File: src/rtl/gpio_bank_pkg.sv
package gpio_bank_pkg;
   // first per-pin word
   localparam int C1_OUT_BIT = 31;
   localparam int C1_IN_BIT  = 30;
   localparam int C1_DIR_BIT = 2;
   localparam int C1_USE_BIT = 0;
   // second per-pin word
   localparam int C2_SDIS_BIT = 2;
   localparam int PULL_W      = 2;
   // map
   localparam int CFG_BASE   = 'h100;
   localparam int SLOT_BYTES = 8;

   typedef struct packed {
      logic              out_lvl;
      logic              dir_in;
      logic              use_gpio;
      logic              sense_dis;
      logic [PULL_W-1:0] pull;
   } pin_cfg_t;

   localparam pin_cfg_t CFG_RESET = '{out_lvl: 1'b0, dir_in: 1'b1, use_gpio: 1'b0,
                                      sense_dis: 1'b1, pull: '0};
endpackage

File: src/rtl/gpio_sync2.sv
module gpio_sync2 #(
   parameter int W = 1
) (
   input  logic         clk,
   input  logic         rst_n,
   input  logic [W-1:0] d,
   output logic [W-1:0] q
);
   logic [W-1:0] stage1;

   always_ff @(posedge clk or negedge rst_n) begin
      if (!rst_n) begin
         stage1 <= '0;
         q      <= '0;
      end else begin
         stage1 <= d;
         q      <= stage1;
      end
   end
endmodule

File: src/rtl/gpio_own_map.sv
module gpio_own_map #(
   parameter int NUM_PINS  = 94,
   parameter int NUM_WORDS = 3
) (
   input  logic                   clk,
   input  logic                   rst_n,
   input  logic [NUM_PINS-1:0]    strap,
   output logic [NUM_PINS-1:0]    own,
   output logic [NUM_WORDS*32-1:0] own_words
);
   // straps are sampled on every edge while reset is held, then frozen
   always_ff @(posedge clk) begin
      if (!rst_n) own <= strap;
   end

   assign own_words = (NUM_WORDS*32)'(own);
endmodule

File: src/rtl/gpio_pin_slot.sv
module gpio_pin_slot
   import gpio_bank_pkg::*;
(
   input  logic              clk,
   input  logic              rst_n,
   input  logic              wr_c1,
   input  logic              wr_c2,
   input  logic [31:0]       wdata,
   input  logic              owned,
   input  logic              in_sync,
   output logic [31:0]       rd_c1,
   output logic [31:0]       rd_c2,
   output logic              pad_out,
   output logic              pad_oe,
   output logic [PULL_W-1:0] pad_pull,
   output logic              sense_en,
   output logic              gpio_mode
);
   pin_cfg_t cfg;

   always_ff @(posedge clk or negedge rst_n) begin
      if (!rst_n) begin
         cfg <= CFG_RESET;
      end else begin
         if (wr_c1) begin
            cfg.out_lvl  <= wdata[C1_OUT_BIT];
            cfg.dir_in   <= wdata[C1_DIR_BIT];
            cfg.use_gpio <= wdata[C1_USE_BIT];
         end
         if (wr_c2) begin
            cfg.sense_dis <= wdata[C2_SDIS_BIT];
            cfg.pull      <= wdata[PULL_W-1:0];
         end
      end
   end

   always_comb begin
      rd_c1             = '0;
      rd_c1[C1_OUT_BIT] = cfg.out_lvl;
      rd_c1[C1_IN_BIT]  = in_sync & ~cfg.sense_dis;
      rd_c1[C1_DIR_BIT] = cfg.dir_in;
      rd_c1[C1_USE_BIT] = cfg.use_gpio;
      rd_c2               = '0;
      rd_c2[C2_SDIS_BIT]  = cfg.sense_dis;
      rd_c2[PULL_W-1:0]   = cfg.pull;
   end

   assign pad_oe    = cfg.use_gpio & ~cfg.dir_in & owned;
   assign pad_out   = pad_oe & cfg.out_lvl;
   assign pad_pull  = cfg.pull;
   assign sense_en  = ~cfg.sense_dis;
   assign gpio_mode = cfg.use_gpio;
endmodule

File: src/rtl/gpio_bank_regs.sv
module gpio_bank_regs
   import gpio_bank_pkg::*;
#(
   parameter int NUM_PINS = 94,
   parameter int ADDR_W   = 12
) (
   input  logic                       clk,
   input  logic                       rst_n,
   input  logic                       bus_wr,
   input  logic                       bus_rd,
   input  logic [ADDR_W-1:0]          bus_addr,
   input  logic [31:0]                bus_wdata,
   output logic [31:0]                bus_rdata,
   input  logic [NUM_PINS-1:0]        own_strap,
   input  logic [NUM_PINS-1:0]        pad_in,
   output logic [NUM_PINS-1:0]        pad_out,
   output logic [NUM_PINS-1:0]        pad_oe,
   output logic [PULL_W*NUM_PINS-1:0] pad_pull,
   output logic [NUM_PINS-1:0]        pad_sense_en,
   output logic [NUM_PINS-1:0]        pad_gpio_mode
);
   localparam int NUM_WORDS = (NUM_PINS + 31) / 32;
   localparam int WORD_IW   = (NUM_WORDS > 1) ? $clog2(NUM_WORDS) : 1;
   localparam int PIN_IW    = (NUM_PINS > 1) ? $clog2(NUM_PINS) : 1;
   localparam int CFG_END   = CFG_BASE + NUM_PINS * SLOT_BYTES;
   localparam logic [ADDR_W-1:0] OWN_LIMIT = ADDR_W'(NUM_WORDS * 4);
   localparam logic [ADDR_W-1:0] CFG_LO    = ADDR_W'(CFG_BASE);
   localparam logic [ADDR_W-1:0] CFG_HI    = ADDR_W'(CFG_END);

   // elaboration-time parameter checks
   if (NUM_PINS < 1) begin : g_bad_pins
      $error("NUM_PINS must be at least 1");
   end
   if (NUM_WORDS * 4 > CFG_BASE) begin : g_bad_bitmap
      $error("bitmap words overlap the configuration region");
   end
   if (CFG_END > (1 << ADDR_W) || ADDR_W < PIN_IW + 3) begin : g_bad_addr
      $error("ADDR_W too small for NUM_PINS");
   end

   // decode
   logic [ADDR_W-1:0]  word_addr, cfg_rel;
   logic               hit_own, hit_cfg, sel_c2;
   logic [PIN_IW-1:0]  pin_idx;
   logic [WORD_IW-1:0] word_idx;

   assign word_addr = {bus_addr[ADDR_W-1:2], 2'b00};
   assign hit_own   = word_addr < OWN_LIMIT;
   assign hit_cfg   = (word_addr >= CFG_LO) && (word_addr < CFG_HI);
   assign cfg_rel   = word_addr - CFG_LO;
   assign pin_idx   = cfg_rel[PIN_IW+2:3];
   assign sel_c2    = word_addr[2];
   assign word_idx  = word_addr[WORD_IW+1:2];

   // ownership
   logic [NUM_PINS-1:0]     own_q;
   logic [NUM_WORDS*32-1:0] own_words;

   gpio_own_map #(.NUM_PINS(NUM_PINS), .NUM_WORDS(NUM_WORDS)) u_own (
      .clk(clk), .rst_n(rst_n), .strap(own_strap),
      .own(own_q), .own_words(own_words)
   );

   // input synchronizer
   logic [NUM_PINS-1:0] in_sync;

   gpio_sync2 #(.W(NUM_PINS)) u_sync (
      .clk(clk), .rst_n(rst_n), .d(pad_in), .q(in_sync)
   );

   // per-pin slots
   logic [31:0] c1_words [NUM_PINS];
   logic [31:0] c2_words [NUM_PINS];

   for (genvar i = 0; i < NUM_PINS; i++) begin : g_pin
      logic hit_me;
      assign hit_me = bus_wr && hit_cfg && (pin_idx == PIN_IW'(i));

      gpio_pin_slot u_slot (
         .clk      (clk),
         .rst_n    (rst_n),
         .wr_c1    (hit_me && !sel_c2),
         .wr_c2    (hit_me && sel_c2),
         .wdata    (bus_wdata),
         .owned    (own_q[i]),
         .in_sync  (in_sync[i]),
         .rd_c1    (c1_words[i]),
         .rd_c2    (c2_words[i]),
         .pad_out  (pad_out[i]),
         .pad_oe   (pad_oe[i]),
         .pad_pull (pad_pull[PULL_W*i +: PULL_W]),
         .sense_en (pad_sense_en[i]),
         .gpio_mode(pad_gpio_mode[i])
      );
   end

   // read path
   logic [31:0] rd_next;

   always_comb begin
      rd_next = '0;
      if (hit_own)
         rd_next = own_words[32*word_idx +: 32];
      else if (hit_cfg)
         rd_next = sel_c2 ? c2_words[pin_idx] : c1_words[pin_idx];
   end

   always_ff @(posedge clk or negedge rst_n) begin
      if (!rst_n)      bus_rdata <= '0;
      else if (bus_rd) bus_rdata <= rd_next;
   end
endmodule

File: config.mk
export PLATFORM = sky130hd
export DESIGN_NAME = gpio_bank_regs
export DESIGN_NICKNAME = d
export VERILOG_FILES = /design/src/rtl/gpio_bank_pkg.sv /design/src/rtl/gpio_sync2.sv /design/src/rtl/gpio_own_map.sv /design/src/rtl/gpio_pin_slot.sv /design/src/rtl/gpio_bank_regs.sv
export SDC_FILE = /design/constraint.sdc
export NUM_CORES = 1
export LEC_CHECK = 0
export BUFFER_PORTS_ARGS = -buffer_cell sky130_fd_sc_hd__buf_4
export CORE_AREA = 2 2 323 325
export DETAILED_ROUTE_END_ITERATION = 10
export DIE_AREA = 0 0 325 327
export MAX_ROUTING_LAYER = met4
export SYNTH_ARGS = -nofsm -noshare
export SYNTH_HDL_FRONTEND = slang
export SYNTH_SLANG_ARGS = --single-unit
File: constraint.sdc
create_clock -name clk -period 4.65 [get_ports clk]
set_input_delay 0.2325 -clock clk [delete_from_list [all_inputs] [get_ports clk]]
set_output_delay 0.2325 -clock clk [all_outputs]
set_load 0.02 [all_outputs]
==> results.md <==
- Status: completed
- Layout cell share with drive strength beyond 1: 48.6%
- I/O pin count: 832
- Pre-CTS setup slack: 1110 ps
- Final worst setup slack: roughly 1700 ps
- 1st-pass router iterations: 6
- Die H: 327 µm
- Crit path depth: 8
- Fin crit share: 64.2%
- Largest net degree at the start of global routing: ~170
- Worst slew margin: 18.4%
- Max stage delay on crit path: 770 ps
- Hold Fails Final Rpt: 0
- Setup Skew: 24.2 ps
- Commonest non-fill, non-tap cell in the layout: buf_4
- RSZ-0062 raised after global routing: no
- Worst Setup End Kind: flip-flop
- Vias per Instance: 5.41
- Crit-path max FO: 16
- Setup CP Type: in2reg
- Htree depth: 3
- Routed Antenna Nets: 0
- Power Dens Cells: about 340 nW/µm²
- Register-to-register setup slack: 1790 ps
- Commonest non-fill, non-tap cells in the layout: 862 x buf_4, 596 x dfrtp_1, 533 x mux2_2
- # DRC: 0
- Most used DFF post-synth: dfrtp_1
- HP Class: in2reg
- Hold Slack: 50.5 ps
- WL per Instance: between 20 and 30 µm
- Final core utilization: 50.4%
- DR iter-0 viols: around 2,400
- Hold_buf cts: 190
- Worst R2R End: bus_rdata[2]$_DFFE_PN0P_
- Cts repair resizes: 0
- Worst-Margin Slew: 1190 ps
- Worst path cell trace: buf_4 -> nor2_1 -> o21ai_0 -> nor3b_4 -> nand3_2 -> nor2_2 -> nand2_1 -> mux2_2
- Post-CTS Setup Inserts: 0
- GRT Residual Overflow: 0
- Clock latency on the worst-skew pair: ~700 ps
- Worst-path clk slew: 60 ps
- Initial antenna violation count: 5
- Maxcap violations: 0
- Syn nets: between 3,000 and 4,000
- Critical Path Sink: g_pin[2].u_slot.pad_pull[0]$_DFFE_PN0P_
- Buf/Inv on CP: 1
- Yosys top cell by area: dfrtp_1
- First-pass GRT wire length: 223,000 µm
- DP HPWL: 118,000 µm
- Post-synthesis cell count: about 3,500
- Worst EP arrival: 3550 ps
- Area delta synth->final: 20.1%
- Mapped Area: 43,200 µm²
- Total Wirelength: 159,000 µm
- Startpoint types: input pin
- Vias in the first global route: 29,553
- Worst EP required: between 5000 and 6000 ps
- Asr flop ratio synth: between 80% and 90%
- Chip width: between 300 and 400 µm
- I/O Buffers: 801
- Initial Utilization: 42.0%
- Slowest cell on crit path: nor2_2
- Die area: around 110,000 µm²
- Via count: about 29,000
- Synthesis Warnings: 0
- NumNets Final: 4,134
- Synth area leaders: dfrtp_1 35%, mux2_2 14%, dfstp_2 11%, buf_4 10%, mux4_2 7.3%
- Routability congestion estimate from global placement: 0.915
- F_max: 335 MHz
- CTS tree: built
- Netlist cell types: 74
- Core area: 103,000 µm²
- CTS Buf Count: 98
- Sequential area share after synthesis: 52.5%
- Reg-to-Reg Start: g_pin[45].u_slot.rd_c1[2]$_DFFE_PN1P_
- Worst VDD drop: between 0.2 and 0.3 mV
- Gr usage total: 30.3%
- Post-Syn Area per Cell: 12.5 µm²
- Yosys top cell area share: between 30% and 40%
- Synthesized flop and latch total: 878
- Lkg Pwr: 24.1 nW
- Root buffer cell: clkbuf_16
- Final Max Tran Viols: 0
- Clk sink count: between 800 and 900
- Clock buffer depth: 3
- CP startpoint: bus_addr[10]
- TNS Setup: 0 ps
- R2R cell count: 6
- Rows: 118
- Number of synthesized flops with an enable pin: 94
- Tmin final: slightly below 3000 ps
- Final setup vio count: 0
- Worst path top cell family by delay: simple AND/OR/NAND/NOR gates
-- cells in the mapped netlist, drive strengths merged (31+ instances only) --
| library cell | instances |
|---|---|
| edfxtp | 94 |
| nor2 | 214 |
| nand2 | 357 |
| mux2i | 52 |
| mux4 | 147 |
| clkbuf | 104 |
| and2 | 95 |
| a21oi | 31 |
| buf | 631 |
| inv | 103 |
| dfstp | 188 |
| mux2 | 539 |
| o21ai | 78 |
| dfrtp | 596 |
-- per-layer routing --
metal  global-route usage [%]  vias to the layer above  part of all wire, %
li1                         -                    12381                    -
met1                     38.1                    15200                   41
met2                     47.9                     1183                   48
met3                     8.21                      238                  7.8
met4                     9.49                        0                  3.5
met5                        -                        -                    0
-- area by class of cell --
cell class	count	area [µm²]
fillers	9077	51000
repair buffers	1066	8620
well taps	1380	1730
diodes	5	12.5
clock buffers	149	2900
flip-flops and latches	878	22700
inverters	103	389
multi-input cells	1747	15200
clock inverters	36	413
-- worst min path at each step --
stage                             endpoint   start  depth (start not counted)  slack, ps
2_1_floorplan     bus_rdata[0]$_DFFE_PN0P_   rst_n                          0        -60
3_3_place_gp   u_sync.stage1[42]$_DFF_PN0_   rst_n                          1         70
3_5_place_dp   u_sync.stage1[42]$_DFF_PN0_   rst_n                          1         70
4_1_cts           bus_rdata[3]$_DFFE_PN0P_  bus_rd                          3         20
5_1_grt           bus_rdata[3]$_DFFE_PN0P_  bus_rd                          3         40
6_report          bus_rdata[3]$_DFFE_PN0P_  bus_rd                          3         50
-- worst register-to-register path, cell delays in order (launching register included) --
cell and delay [ps]:
dfstp_2 380, mux4_1 570, mux4_2 550, nand2_1 100, a31oi_1 250, or4_1 520, a221o_1 370
-- flip-flops by register name, indices dropped and copies added, names as in the netlist --
name / cells
bus_rdata: 32
g_pin.u_slot.gpio_mode: 94
g_pin.u_slot.pad_pull: 188
g_pin.u_slot.rd_c1: 188
g_pin.u_slot.rd_c2: 94
u_own.own: 94
u_sync.q: 94
u_sync.stage1: 94
-- through the flow --
step / power [W] / instance area [µm²] / instances
final: 0.0176 / 51900 / 5364
after CTS: 0.0177 / 51900 / 5359
after global routing: 0.0182 / 51900 / 5362
after global placement: 0.00961 / 46700 / 4984
after floorplan: 0.00887 / 43200 / 3463
after detailed placement: 0.00962 / 46700 / 4984
-- where the power goes --
| group | switching [W] | internal [W] |
|---|---|---|
| Sequential | 0.000170 | 0.00801 |
| Clock | 0.00330 | 0.00470 |
| Combinational | 0.000895 | 0.000546 |
| Total | 0.00436 | 0.0133 |
-- cells by family after synthesis --
group	share of synthesized area (%)
and+or+nand+nor	7.80
AOI/OAI and AO/OA	4.05
adders and majority gates	0.116
buffers and inverters	12.6
muxes	23.0
DFF	52.5
No activity file was read; power rests on OpenSTA's default activity.
